File: src/rtl/ap_pkg.sv
package ap_pkg;

    typedef enum logic [1:0] {
        TGT_VID  = 2'd0,
        TGT_COH  = 2'd1,
        TGT_NCOH = 2'd2,
        TGT_RSVD = 2'd3
    } tgt_e;

    typedef enum logic [1:0] {
        DST_CTRL = 2'd0,
        DST_MEM  = 2'd1,
        DST_DEF  = 2'd2
    } dst_e;

    typedef enum logic [2:0] {
        S_IDLE     = 3'd0,
        S_CTRL     = 3'd1,
        S_MEM_REQ  = 3'd2,
        S_MEM_WAIT = 3'd3,
        S_DEF_REQ  = 3'd4,
        S_DEF_WAIT = 3'd5,
        S_RESP     = 3'd6
    } state_e;

endpackage

File: src/rtl/ap_ctrl_reg.sv
module ap_ctrl_reg
    import ap_pkg::*;
#(
    parameter int BASE_W = 24,
    parameter int DW     = 32
) (
    input  logic              clk,
    input  logic              rst_n,
    input  logic              we,
    input  logic [DW-1:0]     wdata,
    input  logic [DW/8-1:0]   be,
    output logic [BASE_W-1:0] base,
    output tgt_e              tgt,
    output logic [DW-1:0]     rdata
);
    localparam int NB = DW / 8;

    logic [BASE_W-1:0] base_q;
    tgt_e              tgt_q;
    logic [DW-1:0]     cur_word;
    logic [DW-1:0]     mrg_word;
    logic [1:0]        new_tgt;

    // current value as seen by software; unused bits stay zero
    always_comb begin
        cur_word               = '0;
        cur_word[BASE_W-1:0]   = base_q;
        cur_word[BASE_W +: 2]  = tgt_q;
    end

    // byte-lane merge of the write data over the current value
    always_comb begin
        for (int b = 0; b < NB; b++) begin
            mrg_word[b*8 +: 8] = be[b] ? wdata[b*8 +: 8] : cur_word[b*8 +: 8];
        end
        new_tgt = mrg_word[BASE_W +: 2];
    end

    always_ff @(posedge clk) begin
        if (!rst_n) begin
            base_q <= '0;
            tgt_q  <= TGT_VID;
        end else if (we) begin
            base_q <= mrg_word[BASE_W-1:0];
            if (new_tgt != 2'd3) begin
                tgt_q <= tgt_e'(new_tgt);
            end
        end
    end

    assign base  = base_q;
    assign tgt   = tgt_q;
    assign rdata = cur_word;

endmodule

File: src/rtl/ap_decode.sv
module ap_decode
    import ap_pkg::*;
#(
    parameter int               HADDR_W   = 24,
    parameter int               MADDR_W   = 40,
    parameter int               GRAN_LOG2 = 16,
    parameter int               WIN_LOG2  = 20,
    parameter logic [23:0]      WIN_BASE  = 24'h700000,
    parameter logic [23:0]      CTRL_ADDR = 24'h001700
) (
    input  logic [HADDR_W-1:0]            addr,
    input  logic [MADDR_W-GRAN_LOG2-1:0]  base,
    output dst_e                          dst,
    output logic [MADDR_W-1:0]            xaddr
);
    localparam int BASE_W = MADDR_W - GRAN_LOG2;

    logic in_win;
    logic is_ctrl;

    assign in_win  = (addr[HADDR_W-1:WIN_LOG2] == WIN_BASE[HADDR_W-1:WIN_LOG2]);
    assign is_ctrl = (addr[HADDR_W-1:2] == CTRL_ADDR[HADDR_W-1:2]);

    always_comb begin
        if (is_ctrl)     dst = DST_CTRL;
        else if (in_win) dst = DST_MEM;
        else             dst = DST_DEF;
    end

    // 64 KB granular base plus 1 MB window offset, wrapping at the top
    assign xaddr = {base, {GRAN_LOG2{1'b0}}}
                 + {{(MADDR_W-WIN_LOG2){1'b0}}, addr[WIN_LOG2-1:0]};

    logic unused_ok;
    assign unused_ok = ^{BASE_W};

endmodule

File: src/rtl/ap_fsm.sv
module ap_fsm
    import ap_pkg::*;
(
    input  logic   clk,
    input  logic   rst_n,
    input  logic   h_valid,
    input  dst_e   dst,
    input  logic   m_ready,
    input  logic   m_rvalid,
    input  logic   s_ready,
    input  logic   s_rvalid,
    output logic   h_ready,
    output logic   accept,
    output logic   ctrl_go,
    output logic   m_valid,
    output logic   s_valid,
    output logic   cap_m,
    output logic   cap_s,
    output logic   h_rvalid
);
    state_e state, state_nxt;

    always_ff @(posedge clk) begin
        if (!rst_n) state <= S_IDLE;
        else        state <= state_nxt;
    end

    always_comb begin
        state_nxt = state;
        unique case (state)
            S_IDLE: begin
                if (h_valid) begin
                    unique case (dst)
                        DST_CTRL: state_nxt = S_CTRL;
                        DST_MEM:  state_nxt = S_MEM_REQ;
                        default:  state_nxt = S_DEF_REQ;
                    endcase
                end
            end
            S_CTRL:     state_nxt = S_RESP;
            S_MEM_REQ:  if (m_ready)  state_nxt = S_MEM_WAIT;
            S_MEM_WAIT: if (m_rvalid) state_nxt = S_RESP;
            S_DEF_REQ:  if (s_ready)  state_nxt = S_DEF_WAIT;
            S_DEF_WAIT: if (s_rvalid) state_nxt = S_RESP;
            S_RESP:     state_nxt = S_IDLE;
            default:    state_nxt = S_IDLE;
        endcase
    end

    always_comb begin
        h_ready  = (state == S_IDLE);
        accept   = (state == S_IDLE) && h_valid;
        ctrl_go  = (state == S_CTRL);
        m_valid  = (state == S_MEM_REQ);
        s_valid  = (state == S_DEF_REQ);
        cap_m    = (state == S_MEM_WAIT) && m_rvalid;
        cap_s    = (state == S_DEF_WAIT) && s_rvalid;
        h_rvalid = (state == S_RESP);
    end

endmodule

File: src/rtl/aperture_xlate.sv
module aperture_xlate
    import ap_pkg::*;
#(
    parameter int          HADDR_W   = 24,
    parameter int          MADDR_W   = 40,
    parameter int          DW        = 32,
    parameter int          GRAN_LOG2 = 16,
    parameter int          WIN_LOG2  = 20,
    parameter logic [23:0] WIN_BASE  = 24'h700000,
    parameter logic [23:0] CTRL_ADDR = 24'h001700
) (
    input  logic               clk,
    input  logic               rst_n,
    input  logic               h_valid,
    output logic               h_ready,
    input  logic               h_write,
    input  logic [HADDR_W-1:0] h_addr,
    input  logic [DW-1:0]      h_wdata,
    input  logic [DW/8-1:0]    h_be,
    output logic               h_rvalid,
    output logic [DW-1:0]      h_rdata,
    output logic               m_valid,
    input  logic               m_ready,
    output logic               m_write,
    output logic [MADDR_W-1:0] m_addr,
    output logic [1:0]         m_target,
    output logic [DW-1:0]      m_wdata,
    output logic [DW/8-1:0]    m_be,
    input  logic               m_rvalid,
    input  logic [DW-1:0]      m_rdata,
    output logic               s_valid,
    input  logic               s_ready,
    output logic               s_write,
    output logic [HADDR_W-1:0] s_addr,
    output logic [DW-1:0]      s_wdata,
    output logic [DW/8-1:0]    s_be,
    input  logic               s_rvalid,
    input  logic [DW-1:0]      s_rdata
);
    localparam int BASE_W = MADDR_W - GRAN_LOG2;
    localparam int NB     = DW / 8;

    logic [BASE_W-1:0]  cfg_base;
    tgt_e               cfg_tgt;
    logic [DW-1:0]      cfg_rdata;
    dst_e               dec_dst;
    logic [MADDR_W-1:0] dec_xaddr;
    logic               accept, ctrl_go, cap_m, cap_s;

    // captured access: translation frozen at acceptance
    logic               q_write;
    logic [HADDR_W-1:0] q_haddr;
    logic [MADDR_W-1:0] q_xaddr;
    tgt_e               q_tgt;
    logic [DW-1:0]      q_wdata;
    logic [NB-1:0]      q_be;
    logic [DW-1:0]      rsp_q;

    ap_ctrl_reg #(.BASE_W(BASE_W), .DW(DW)) u_cfg (
        .clk   (clk),
        .rst_n (rst_n),
        .we    (ctrl_go && q_write),
        .wdata (q_wdata),
        .be    (q_be),
        .base  (cfg_base),
        .tgt   (cfg_tgt),
        .rdata (cfg_rdata)
    );

    ap_decode #(
        .HADDR_W(HADDR_W), .MADDR_W(MADDR_W), .GRAN_LOG2(GRAN_LOG2),
        .WIN_LOG2(WIN_LOG2), .WIN_BASE(WIN_BASE), .CTRL_ADDR(CTRL_ADDR)
    ) u_dec (
        .addr  (h_addr),
        .base  (cfg_base),
        .dst   (dec_dst),
        .xaddr (dec_xaddr)
    );

    ap_fsm u_fsm (
        .clk      (clk),
        .rst_n    (rst_n),
        .h_valid  (h_valid),
        .dst      (dec_dst),
        .m_ready  (m_ready),
        .m_rvalid (m_rvalid),
        .s_ready  (s_ready),
        .s_rvalid (s_rvalid),
        .h_ready  (h_ready),
        .accept   (accept),
        .ctrl_go  (ctrl_go),
        .m_valid  (m_valid),
        .s_valid  (s_valid),
        .cap_m    (cap_m),
        .cap_s    (cap_s),
        .h_rvalid (h_rvalid)
    );

    always_ff @(posedge clk) begin
        if (!rst_n) begin
            q_write <= 1'b0;
            q_haddr <= '0;
            q_xaddr <= '0;
            q_tgt   <= TGT_VID;
            q_wdata <= '0;
            q_be    <= '0;
        end else if (accept) begin
            q_write <= h_write;
            q_haddr <= h_addr;
            q_xaddr <= dec_xaddr;
            q_tgt   <= cfg_tgt;
            q_wdata <= h_wdata;
            q_be    <= h_be;
        end
    end

    always_ff @(posedge clk) begin
        if (!rst_n)       rsp_q <= '0;
        else if (ctrl_go) rsp_q <= cfg_rdata;
        else if (cap_m)   rsp_q <= m_rdata;
        else if (cap_s)   rsp_q <= s_rdata;
    end

    assign h_rdata  = rsp_q;
    assign m_write  = q_write;
    assign m_addr   = q_xaddr;
    assign m_target = q_tgt;
    assign m_wdata  = q_wdata;
    assign m_be     = q_be;
    assign s_write  = q_write;
    assign s_addr   = q_haddr;
    assign s_wdata  = q_wdata;
    assign s_be     = q_be;

endmodule

File: config.mk
export PLATFORM = sky130hd
export DESIGN_NAME = aperture_xlate
export DESIGN_NICKNAME = d
export VERILOG_FILES = /design/src/rtl/ap_pkg.sv /design/src/rtl/ap_ctrl_reg.sv /design/src/rtl/ap_decode.sv /design/src/rtl/ap_fsm.sv /design/src/rtl/aperture_xlate.sv
export SDC_FILE = /design/constraint.sdc
export NUM_CORES = 1
export LEC_CHECK = 0
export BUFFER_PORTS_ARGS = -buffer_cell sky130_fd_sc_hd__buf_4
export CORE_MARGIN = 2
export CORE_UTILIZATION = 51
export CTS_CLUSTER_SIZE = 25
export DETAILED_ROUTE_END_ITERATION = 10
export PLACE_DENSITY = 0.95
export RECOVER_POWER = 50
export SLEW_MARGIN = 5
export SYNTH_ARGS = -nofsm -noshare
export SYNTH_HDL_FRONTEND = slang
export SYNTH_SLANG_ARGS = --single-unit
File: constraint.sdc
create_clock -name clk -period 5.4 [get_ports clk]
set_clock_uncertainty 0.1 [all_clocks]
set_input_delay 0.81 -clock clk [delete_from_list [all_inputs] [get_ports clk]]
set_output_delay 0.81 -clock clk [all_outputs]
set_load 0.02 [all_outputs]
# ---- Word-level counts from Yosys, hierarchy flattened
# Index checks and enable logic that the tools add are counted.
dict set report word_totals {
  latchBits 0
  ff_bits 164
  n_memories 0
  word_cells 57
  rom_bits 0
  mem_bits_rw 0
  out_inout_bits 176
  in_bits 132
}
dict set report classes {
  mul 0
  order_cmp 0
  shift 0
  muxes 13
  eq_ne 15
  add_sub_neg 1
  bitwise_logic 1
  reduce_logical 14
  div 0
}
# operator n
set op_table {}
lappend op_table {{$mux 32} 2}
lappend op_table {{$add 40x20->40} 1}
lappend op_table {{$mux 26} 1}
lappend op_table {{$eq 22x11->1 const B} 1}
lappend op_table {{$pmux 3 s6} 1}
lappend op_table {{$mux 3} 5}
lappend op_table {{$eq 3x3->1 const B} 3}
lappend op_table {{$ne 2x2->1 const B} 4}
lappend op_table {{$reduce_and 2->1} 4}
lappend op_table {{$eq 3x2->1 const B} 2}
lappend op_table {{$mux 2} 3}
lappend op_table {{$pmux 3 s2} 1}
lappend op_table {{$reduce_and 5->1} 1}
lappend op_table {{$eq 4x3->1 const B} 1}
lappend op_table {{$logic_and 1x1->1} 4}
lappend op_table {{$ne 2x1->1 const B} 2}
lappend op_table {{$eq 3x1->1 const B} 1}
lappend op_table {{$logic_not 3->1} 1}
lappend op_table {{$reduce_bool 3->1} 1}
lappend op_table {{$eq 2x1->1 const B} 1}
lappend op_table {{$logic_not 2->1} 1}
lappend op_table {{$reduce_bool 2->1} 1}
lappend op_table {{$reduce_or 2->1} 1}
lappend op_table {{$not 1->1} 1}

# ---- Longest topological paths before layout
# Gate-level depths: netlist of the first run.
dict set report depth {
  word_depth 7
  ltp_mapped 7
  depth_no_buf 6
}

# ---- Hierarchy
# From an unflattened synthesis of the first run, not the netlist that was laid out.
dict set report unflattened {
  cells_unflattened 828
  area_unflattened_um2 8136.6
}
# mod n_inst seq_area_each_um2 cells_each area_per_inst_um2
set modules_own_cells {}
lappend modules_own_cells {aperture_xlate 1 2702.6 555 5979.5}
lappend modules_own_cells {ap_ctrl_reg 1 520.5 149 1199.9}
lappend modules_own_cells {ap_decode 1 0.0 91 696.9}
lappend modules_own_cells {ap_fsm 1 60.1 33 260.2}

# ---- Worst setup path after synthesis of the first run
# Ideal clock, no wire load.
dict set report synth_timing {
  kind {in2reg}
  startpoint {input port h_addr[16]}
  endpoint {register q_xaddr[34] (netlist: m_addr[34])}
  t_required_ps 5164
  cell_stages 7
  arrival_ps 2438
  slack_ps 2725
  n_path_buf 1
  cell_sequence {ha_1 -> fa_1 -> a211oi_1 -> or2_2 -> clkbuf_1 -> or4_1 -> a31oi_1}
}
dict set report synth_via {
  elab_chain_len 1
}
# item line
set synth_rtl {}
lappend synth_rtl {{start: declaration} aperture_xlate.sv:17} ;# input logic [HADDR_W-1:0] h_addr,
lappend synth_rtl {{$add 40x20->40} ap_decode.sv:32} ;# + {{(MADDR_W-WIN_LOG2){1'b0}}, addr[WIN_LOG2-1:0]};
lappend synth_rtl {{end signal: assignment} aperture_xlate.sv:110} ;# q_xaddr <= dec_xaddr;
lappend synth_rtl {{end: declaration} aperture_xlate.sv:53} ;# logic [MADDR_W-1:0] q_xaddr;
# No other way between the ends.
# A chain may end at the register's enable or synchronous reset.

# ---- Final worst setup path of the first run
dict set report layout_timing {
  startpoint {input port h_addr[16]}
  endpoint {register q_xaddr[30] (netlist: m_addr[30])}
}
# The elaborated chain is that of the path after synthesis.

==> metrics.txt, run 1 <==
first-pass iteration count of the detailed router=5; setup slack after placement=2.45 ns; final hold vios=0; via count=7063; post_cts resized=0; CTS sink cnt=148; synth unique cells=56; CORE AREA=13100 um2; std cell rows=42; Worst R2R End=h_rdata[29]$_SDFFE_PP0P_; Avg Inst Size Synth=8.45 um2; total wire length=about 23000 um; status=complete, no violations; r2r setup slk=~2.9 ns; Post-synth EDFFs=0; asr flop ratio synth=0%; final net count=1166; hold_buf cts=0; actual slew at the worst max-slew pin=1.06 ns; port buffer count=307; slowest CP cell=or4_2; ant diodes=0; total die area=about 14000 um2; worst path buffer plus inverter count=1; GRT met1 Usage=35.3%; grt total ovfl=0; storage element area=2960 um2; PwrDens=465 nW/um2; Critical Path RT=5.65 ns; Hold EP=m_addr[20]$_SDFFE_PN0P_; setup ws final=2.84 ns; post-layout min period=2.56 ns; Max Freq=390 MHz; Cell Chain, Critical Path=buf_4, ha_1, fa_1, a211oi_1, or2_2, or4_2, a31oi_1; Worst VDD drop=between 0.2 and 0.3 mV; Clock Latency Late Sink=around 0.42 ns; hold_sp=m_addr[20]$_SDFFE_PN0P_; Layout Utilization=roughly 67%; Setup CP Type=primary input to flip-flop; Clock transition at path regs=0.06 ns; worst relative slew slack=29.2%; RSZ-0062 raised after global routing=false; Data arrival, critical path=2.82 ns; share of post-route cells with drive strength above 1=21.6%; Iteration-0 DRC Markers=around 650; HPWL after detailed placement=15500 um; Antenna Violating Nets Remaining=0; Hold Path Class=flip-flop to flip-flop; M2 GR Usage=54.4%; flops & latches, synth=148; Top-Level Pins=308; ys flop type=dfxtp_1; CP Capture Type=flip-flop; multi-input logic area=3200 um2; most used routing layer in global routing=met2; yosys warns=0; CP startpoint kind=primary input; met3 Track Usage GR=between 9 and 10%; Longest Clk Path Bufs=2; cells on worst reg2reg path=5; H-tree depth=4; Hold Path Cell Cnt=2; initial antenna violation count=0; Post-Syn Instances=between 800 and 900; max incr delay on CP=~0.66 ns; TritonCTS clock tree=done; crit share post-route=approximately 47%; launching point of the worst reg2reg path=u_fsm.state[1]$_SDFFE_PN0P_; Clock Tree Root=clkbuf_16; Via density=5.80; Max FO, Critical Path=12; setup tns final=0 ns; DR WL/cell=18.8 um; GPL Wtd Cong=0.814; DRC violations left=0; sequential fraction of the synthesis area=43.6%; postcts setup bufs=0; Num CTS Buffers=17; Die Width=119 um; Area Growth Syn to Fin=30.3%; CP delay by family, top=simple AND/OR/NAND/NOR gates; Lkg Pwr=between 3 and 4 nW; GRT Util Overall=approximately a third; DIE HEIGHT=119 um; most frequent cells in the layout=clkbuf_1 (162), buf_4 (155), dfxtp_1 (148); Fillers=1175; most common cell after layout, fill and taps aside=clkbuf_1; global-route wire length before repair=35200 um; Final setup viols=0; Slew Limit Fails=0; syn_nets=941; Initial Util=51.7%; Mapped Area=6800 um2; number of max-cap violations=0; largest net degree at the start of global routing=approximately 100; vias in the first global route=6680
## layer usage
metal	routed length [um]	part of all wire, %
met5	0	0
met4	911	4.0
met3	1910	8.4
met2	11600	51
met1	8430	37
## through the flow
| step | std cells | instance area, um2 | hold slack (ns) | total power, W |
|---|---|---|---|---|
| after global placement | 1186 | 8790 | 0.343 | 0.00294 |
| after CTS | 1217 | 9460 | 0.356 | 0.00429 |
| final | 1217 | 8850 | 0.353 | 0.00412 |
| after global routing | 1217 | 8850 | 0.379 | 0.00430 |
| after floorplan | 804 | 6800 | 0.357 | 0.00239 |
| after detailed placement | 1186 | 8790 | 0.347 | 0.00297 |
## flip-flops by register name, summed over array words and instances, names as in the netlist
name,count
m_write,1
h_rdata,32
m_be,4
s_addr,24
u_cfg.tgt,2
m_wdata,32
u_cfg.base,24
u_fsm.state,3
m_target,2
m_addr,24
## worst max-delay path by stage
stage | slack (ns) | endpoint | from | cells after the start
after global routing | 2.61 | h_rdata[29]$_SDFFE_PP0P_ | u_fsm.state[1]$_SDFFE_PN0P_ | 5
after CTS | 2.83 | h_rdata[29]$_SDFFE_PP0P_ | u_fsm.state[1]$_SDFFE_PN0P_ | 5
after global placement | 2.49 | m_addr[30]$_SDFFE_PN0P_ | h_addr[16] | 7
final | 2.84 | m_addr[30]$_SDFFE_PN0P_ | h_addr[16] | 7
after floorplan | 2.73 | m_addr[34]$_SDFFE_PN0P_ | h_addr[16] | 7
after detailed placement | 2.45 | m_addr[30]$_SDFFE_PN0P_ | h_addr[16] | 7
## report_power, final
part	internal (W)	switching [W]	total (W)
logic	0.000407	0.000938	0.00135
registers	0.00127	0.000175	0.00145
clock network	0.000857	0.000468	0.00132
total	0.00254	0.00158	0.00412
## tightest hold or removal path, stage by stage, from the launching register on
cell	delay, ns
dfxtp_1	0.31
nand2_1	0.05
a21oi_1	0.05
## area by class of cell
| type | instances | share of cell area [%] |
|---|---|---|
| multi-input combinational | 537 | 36.1 |
| clock buffer | 20 | 5.27 |
| inverter | 8 | 0.367 |
| clock inverter | 11 | 2.25 |
| sequential | 148 | 33.5 |
| timing repair buffer | 317 | 20.0 |
| tap | 176 | 2.49 |
## cells in the mapped netlist, types with 15 or more instances
library cell | instances | share of area, %
nand3_1 | 42 | 3.1
dfxtp_1 | 148 | 44
a31oi_1 | 15 | 1.4
a22oi_1 | 26 | 2.9
mux2_2 | 27 | 4.5
clkbuf_1 | 54 | 3.0
a21oi_1 | 95 | 7.0
o21ai_0 | 23 | 1.7
mux2i_1 | 33 | 4.9
nand2_1 | 138 | 7.6
nor2_1 | 37 | 2.0
buf_4 | 53 | 5.9
## logic make-up (layout without fill, tap and decap cells)
logic type                 count (synthesis)  after routing  synth area share (%)
AOI/OAI and AO/OA                        201            201                  17.9
xor gates and xnor gates                   5              5                 0.644
adders and majority gates                  5              5                  1.03
buffers and inverters                    119            356                  9.54
DFF                                      148            148                  43.6
muxes                                     60             60                  9.34
and+or+nand+nor                          266            266                  18.0
No activity file was read; power rests on OpenSTA's default activity.
==> run 2: changes to the inputs <==
CORE_UTILIZATION = 47   (was 51)
PLACE_DENSITY = 0.92   (was 0.95)
clock period = 2.6 ns   (was 5.4 ns; I/O delays follow)
==> metrics.txt, run 2 (synthesis results as in run 1) <==
Met1 Wirelength=8550 um (was 8430 um); first-pass iteration count of the detailed router=5 (unchanged); TritonCTS clock tree=done (unchanged); CTS sink cnt=148 (unchanged); clock network power share=29.9% (was 32.2%); vias in the first global route=6853 (was 6680); DR top layer=met4 (unchanged); placed cell areas=8940 um2 (was 8790 um2); Hold Path Class=primary input to flip-flop (was flip-flop to flip-flop); Lkg Pwr=3.57 nW (was 3.52 nW); r2r setup slk=0.15 ns (was 2.85 ns); DIE HEIGHT=124 um (was 119 um); Antenna Violating Nets Remaining=0 (unchanged); launching point of the worst reg2reg path=u_cfg.base[0]$_SDFFE_PN0P_ (was u_fsm.state[1]$_SDFFE_PN0P_); Layout Utilization=63.8% (was 67.4%); Cell Chain, Critical Path=ha_1, fa_1, a211oi_1, or2_2, or4_2, a31oi_1 (was buf_4, ha_1, fa_1, a211oi_1, or2_2, or4_2, a31oi_1); Clock transition at path regs=0.06 ns (about the same); Hold EP=m_wdata[25]$_SDFFE_PN0P_ (was m_addr[20]$_SDFFE_PN0P_); Net Sw Power=0.00326 W (was 0.00158 W); slowest CP cell=or4_2 (unchanged); Setup CP Type=flip-flop to flip-flop (was primary input to flip-flop); hold_sp=h_wdata[25] (was m_addr[20]$_SDFFE_PN0P_); worst hold margin=0.113 ns (was 0.353 ns); DR WL/cell=18.4 um (was 18.8 um); final net count=1180 (was 1166); largest net degree at the start of global routing=73 (was 104); Worst R2R End=m_addr[30]$_SDFFE_PN0P_ (was h_rdata[29]$_SDFFE_PP0P_); GPL Wtd Cong=0.862 (was 0.814); internal power=0.00504 W (was 0.00254 W); CP Capture Type=flip-flop (unchanged); Switching Share=39.3% (was 38.4%); initial antenna violation count=1 (was 0); CORE AREA=14000 um2 (was 13100 um2); DRC violations left=0 (unchanged); Top-Level Pins=308 (unchanged); Area Growth Syn to Fin=31.4% (was 30.3%); combinational share of power=33.9% (was 32.7%); Via density=5.61 (was 5.80); hold_buf cts=0 (unchanged); CP startpoint kind=flip-flop (was primary input); via count=6942 (was 7063); worst relative slew slack=58.5% (was 29.2%); Worst VDD drop=0.582 mV (was 0.288 mV); crit share post-route=94.0%; Clock Latency Late Sink=0.42 ns (about the same); max incr delay on CP=0.66 ns (about the same); Iteration-0 DRC Markers=537 (was 654); Clock Tree Root=clkbuf_16 (unchanged); total wire length=22800 um (was 22900 um); post_cts resized=0 (unchanged); Num CTS Buffers=17 (unchanged); Initial Util=48.6% (was 51.7%); met2 wire length=11800 um (was 11600 um); post-layout min period=between 2 and 2.5 ns; Fillers=1282 (was 1175); std cell rows=43 (was 42); HPWL after detailed placement=16500 um (was 15500 um); met3 routed wirelength=1890 um (was 1910 um); setup slack after placement=0.0367 ns (was 2.45 ns); Max FO, Critical Path=12 (unchanged); PwrDens=930 nW/um2 (was 465 nW/um2); port buffer count=307 (unchanged); RSZ-0062 raised after global routing=false (unchanged); setup tns final=0 ns (unchanged); Longest Clk Path Bufs=2 (unchanged); Slew Limit Fails=0 (unchanged); H-tree depth=4 (unchanged); most common cell after layout, fill and taps aside=buf_4 (was clkbuf_1); Die Width=124 um (was 119 um); Critical Path RT=2.85 ns (was 5.65 ns); grt total ovfl=0 (unchanged); share of post-route cells with drive strength above 1=22.4% (was 21.6%); most frequent cells in the layout=buf_4 (166), clkbuf_1 (165), dfxtp_1 (148) (was clkbuf_1 (162), buf_4 (155), dfxtp_1 (148)); total die area=15400 um2 (was 14300 um2); Max Freq=approximately 400 MHz; Data arrival, critical path=2.70 ns (was 2.82 ns); sequential share of power=36.2% (was 35.1%); Hold Path Cell Cnt=3 (was 2); global-route wire length before repair=35600 um (was 35200 um); post-route cell area=8930 um2 (was 8850 um2); setup ws final=0.155 ns (was 2.84 ns); number of max-cap violations=0 (unchanged); Final setup viols=0 (unchanged); GRT Util Overall=28.7% (was 31.5%); postcts setup bufs=0 (unchanged); cells on worst reg2reg path=6 (was 5); actual slew at the worst max-slew pin=0.622 ns (was 1.06 ns); status=complete, no violations (unchanged); final hold vios=0 (unchanged)
==> run 2: routing by layer <==
metal,GRT usage (%),up-vias
met1,32.3,3265
li1,-,3292
met5,0,-
met4,9.45,0
met2,51.8,344
met3,8.43,41
==> run 2: worst max-delay path by stage <==
| stage | from | to | slack [ns] | depth (start not counted) |
|---|---|---|---|---|
| 5_1_grt | u_cfg.base[0]$_SDFFE_PN0P_ | m_addr[30]$_SDFFE_PN0P_ | 0.05 | 6 |
| 6_report | u_cfg.base[0]$_SDFFE_PN0P_ | m_addr[30]$_SDFFE_PN0P_ | 0.15 | 6 |
| 4_1_cts | u_cfg.base[0]$_SDFFE_PN0P_ | m_addr[30]$_SDFFE_PN0P_ | 0.14 | 6 |
| 2_1_floorplan | h_addr[16] | m_addr[34]$_SDFFE_PN0P_ | 0.35 | 7 |
| 3_3_place_gp | h_addr[16] | m_addr[30]$_SDFFE_PN0P_ | 0.06 | 7 |
| 3_5_place_dp | h_addr[16] | m_addr[30]$_SDFFE_PN0P_ | 0.04 | 7 |
==> run 2: critical path, delay by kind of cell, from the launching register on <==
kind | cells | cell delay, ns
fa+ha+maj | 2 | 0.49
simple gates | 2 | 1.09
flops | 1 | 0.36
compound gates | 2 | 0.32
==> run 2: final cells by class <==
type / count / area, um2 / area share (%)
clock inverter: 12 / 156 / 1.75
inverter: 8 / 32.5 / 0.364
sequential: 148 / 2960 / 33.2
clock buffer: 20 / 437 / 4.89
tap: 180 / 225 / 2.52
multi-input combinational: 537 / 3200 / 35.8
timing repair buffer: 331 / 1910 / 21.4
antenna: 1 / 2.50 / 0.0280
==> run 2: power by group through the flow <==
stage,sequential (W),clock [W],combinational [W]
3_3_place_gp,0.00303,0,0.00312
6_report,0.00300,0.00248,0.00282
5_1_grt,0.00306,0.00260,0.00302
2_1_floorplan,0.00332,0,0.00165
4_1_cts,0.00301,0.00250,0.00320
3_5_place_dp,0.00305,0,0.00318
==> run 2: metrics by stage <==
| stage | total power (W) | std cells |
|---|---|---|
| 2_1_floorplan | 0.00497 | 804 |
| 3_3_place_gp | 0.00616 | 1204 |
| 3_5_place_dp | 0.00623 | 1204 |
| 4_1_cts | 0.00871 | 1236 |
| 5_1_grt | 0.00868 | 1237 |
| 6_report | 0.00830 | 1237 |
==> run 3: changes to the inputs <==
--- a/config.mk
+++ b/config.mk
@@ -7,10 +7,10 @@
 export LEC_CHECK = 0
+export ABC_AREA = 1
 export BUFFER_PORTS_ARGS = -buffer_cell sky130_fd_sc_hd__buf_4
 export CORE_MARGIN = 2
-export CORE_UTILIZATION = 47
+export CORE_UTILIZATION = 49
 export CTS_CLUSTER_SIZE = 25
 export DETAILED_ROUTE_END_ITERATION = 10
-export PLACE_DENSITY = 0.92
+export PLACE_DENSITY = 0.94
 export RECOVER_POWER = 50
-export SLEW_MARGIN = 5
 export SYNTH_ARGS = -nofsm -noshare
==> constraint.sdc (replaced) <==
create_clock -name clk -period 2.6 [get_ports clk]
set_clock_uncertainty 0.1 [all_clocks]
set_input_delay 0.13 -clock clk [delete_from_list [all_inputs] [get_ports clk]]
set_output_delay 0.13 -clock clk [all_outputs]
set_load 0.02 [all_outputs]
==> metrics.txt, run 3 <==
cells on worst reg2reg path=9 (was 6); port buffer count=307 (unchanged); Post-Syn Instances=1060 (was 804); post_cts resized=0 (unchanged); final hold vios=0 (unchanged); CTS sink cnt=148 (unchanged); vias in the first global route=7799 (was 6853); yosys warns=0 (unchanged); Worst VDD drop=0.538 mV (was 0.582 mV); worst setup path end=h_rdata[28]$_SDFFE_PP0P_ (was m_addr[30]$_SDFFE_PN0P_); Top-Level Pins=308 (unchanged); Placed Instances=1451 (was 1204); DR WL/cell=16.3 um (was 18.4 um); Worst R2R End=h_rdata[28]$_SDFFE_PP0P_ (was m_addr[30]$_SDFFE_PN0P_); max incr delay on CP=0.58 ns (was 0.66 ns); synth unique cells=38 (was 56); sequential fraction of the synthesis area=40.3% (was 43.6%); CP startpoint=u_fsm.state[1]$_SDFFE_PN0P_ (was u_cfg.base[0]$_SDFFE_PN0P_); Antenna Violating Nets Remaining=0 (unchanged); total wire length=25700 um (was 22800 um); Lkg Pwr=4.69 nW (was 3.57 nW); TritonCTS clock tree=done (unchanged); Clock Tree Root=clkbuf_16 (unchanged); post-synthesis mux area share=0% (was 9.34%); first-pass iteration count of the detailed router=6 (was 5); Initial Util=50.4% (was 48.6%); Fillers=1234 (was 1282); Mapped Area=7350 um2 (was 6800 um2); Post-synth EDFFs=0 (unchanged); CP startpoint kind=flip-flop (unchanged); Post-Synth XOR/XNOR Area=0.238% (was 0.644%); CP delay by family, top=simple AND/OR/NAND/NOR gates (unchanged); Cell Chain, Critical Path=nand2_2, nor2_4, nand2_4, nand2_4, o21ai_2, inv_1, o21ai_1, dlygate4sd3_1, a21oi_1 (was ha_1, fa_1, a211oi_1, or2_2, or4_2, a31oi_1); total die area=16000 um2 (was 15400 um2); ys flop type=dfxtp_1 (unchanged); largest family of logic cells by synthesized area=simple AND/OR/NAND/NOR gates (unchanged); most frequent cells after synthesis=nand2_1 (210), nor2_1 (158), dfxtp_1 (148), inv_1 (119), o21ai_0 (98) (was dfxtp_1 (148), nand2_1 (138), a21oi_1 (95), clkbuf_1 (54), buf_4 (53)); Avg Inst Size Synth=6.93 um2 (was 8.45 um2); Setup CP Type=flip-flop to flip-flop (unchanged); top cells by area, synth=dfxtp_1 (40%), nand2_1 (11%), nor2_1 (8.1%) (was dfxtp_1 (44%), nand2_1 (7.6%), a21oi_1 (7.0%)); largest net degree at the start of global routing=106 (was 73); DIE HEIGHT=126 um (was 124 um); Die Width=126 um (was 124 um); CORE AREA=14600 um2 (was 14000 um2); flops & latches, synth=148 (unchanged); Slew Limit Fails=0 (unchanged); GRT Util Overall=31.1% (was 28.7%); setup tns final=0 ns (unchanged); Final setup viols=0 (unchanged); crit share post-route=90.1% (was 94.0%); Synth Area in Compound Gates=15.5% (was 17.9%); status=complete, no violations (unchanged); final net count=1515 (was 1180); Clock Latency Late Sink=0.42 ns (about the same); Synth Area in Simple Gates=27.5% (was 18.0%); Layout Cells excl Fill=1575 (was 1237); Hold Path Class=primary input to flip-flop (unchanged); r2r setup slk=0.26 ns (was 0.15 ns); slowest CP cell=dlygate4sd3_1 (was or4_2); global-route wire length before repair=39800 um (was 35600 um); syn_nets=1197 (was 941); Critical Path RT=2.85 ns (about the same); Num CTS Buffers=17 (unchanged); post-route cell area=10200 um2 (was 8930 um2); critical path depth in cells=9 (was 6); worst path buffer plus inverter count=2 (was 0); std cell rows=44 (was 43); post-synthesis adder-cell area fraction=0.954% (was 1.03%); area leader, netlist=dfxtp_1 (unchanged); Iteration-0 DRC Markers=779 (was 537); placed cell areas=9260 um2 (was 8940 um2); Data arrival, critical path=2.59 ns (was 2.70 ns); DRC violations left=0 (unchanged); Max Freq=427 MHz (was 409 MHz); Longest Clk Path Bufs=2 (unchanged); PwrDens=909 nW/um2 (was 930 nW/um2); most frequent cells in the layout=nand2_1 (210), clkbuf_1 (163), nor2_1 (158) (was buf_4 (166), clkbuf_1 (165), dfxtp_1 (148)); Max FO, Critical Path=34 (was 12); via count=8293 (was 6942); number of max-cap violations=0 (unchanged); HPWL after detailed placement=16700 um (was 16500 um); share of post-route cells with drive strength above 1=14.9% (was 22.4%); asr flop ratio synth=0% (unchanged); launching point of the worst reg2reg path=u_fsm.state[1]$_SDFFE_PN0P_ (was u_cfg.base[0]$_SDFFE_PN0P_); setup slack after placement=0.534 ns (was 0.0367 ns); GPL Wtd Cong=0.919 (was 0.862); post-layout min period=2.34 ns (was 2.45 ns); Clock transition at path regs=0.06 ns (about the same); setup ws final=0.258 ns (was 0.155 ns); actual slew at the worst max-slew pin=1.20 ns (was 0.622 ns); total power=0.00930 W (was 0.00830 W); grt total ovfl=0 (unchanged); Synth top area share=40.3% (was 43.6%); top-count cell post-synth=nand2_1 (was dfxtp_1); Via density=5.27 (was 5.61); hold_buf cts=92 (was 0); most common cell after layout, fill and taps aside=nand2_1 (was buf_4); CP Capture Type=flip-flop (unchanged); ant diodes=0 (was 1); RSZ-0062 raised after global routing=false (unchanged); Area Growth Syn to Fin=39.2% (was 31.4%); initial antenna violation count=0 (was 1); Top cell by count, worst path=nand2_4; H-tree depth=4 (unchanged); postcts setup bufs=0 (unchanged); worst relative slew slack=20.3% (was 58.5%)
run 3: changes by cell type in the layout (fill, tap and decap cells not counted), moves of 27 or more:
cell,before,now
nand3_1,42,72
a21oi_1,95,43
mux2i_1,33,0
dlygate4sd3_1,0,92
o21ai_0,23,98
mux2_2,27,0
nor2_1,37,158
o211ai_1,0,28
nand2_1,138,210
inv_1,7,119
run 3: tightest hold or removal path: stages:
cell      delay, ns
buf_4          0.09
o211ai_1       0.11
nand3_1        0.09
nand2_1        0.05
inv_1          0.04
run 3: worst min path at each step:
stage | depth (start not counted) | from | to
after floorplan | 2 | h_be[0] | m_be[0]$_SDFFE_PN0P_
after global placement | 3 | h_wdata[12] | m_wdata[12]$_SDFFE_PN0P_
after detailed placement | 3 | h_wdata[15] | m_wdata[15]$_SDFFE_PN0P_
after CTS | 5 | m_rdata[26] | h_rdata[26]$_SDFFE_PP0P_
after global routing | 5 | s_rdata[11] | h_rdata[11]$_SDFFE_PN0P_
final | 5 | s_rdata[25] | h_rdata[25]$_SDFFE_PN0P_
run 3: logic make-up (layout without fill, tap and decap cells):
logic type,Yosys count,in the layout
buffers and inverters,228,559
AO/OA/AOI/OAI,200,200
XOR/XNOR,2,2
AND/OR/NAND/NOR,477,477
adder cells (fa/ha/maj),5,5
flip-flops,148,148
run 3: stage by stage:
step | util [%] | hold slack (ns)
after global routing | 70.1 | 0.0227
after CTS | 74.3 | 0.000931
after floorplan | - | 0.165
final | 70.1 | 0.0110
after global placement | 63.5 | 0.250
after detailed placement | 63.5 | 0.259
run 3: final cells by class:
class	count	area (um2)	area share (%)
flip-flops and latches	148	2960	29.0
clock inverters	12	200	1.96
clock buffers	20	457	4.47
multi-input cells	684	3250	31.7
well taps	184	230	2.25
repair buffers	404	2670	26.1
inverters	123	463	4.53
run 3: layer usage:
layer  vias to the layer above  wire length, um  track usage, %
met5                         -                0               0
met4                         0              898            14.4
met3                        90             1990            6.20
met2                       466            12300            52.4
met1                      3773            10500            38.3
li1                       3964                -               -
run 3: report_power, final:
| group | switching [W] | internal (W) |
|---|---|---|
| logic | 0.00238 | 0.00101 |
| registers | 0.000439 | 0.00275 |
| clock network | 0.000964 | 0.00176 |
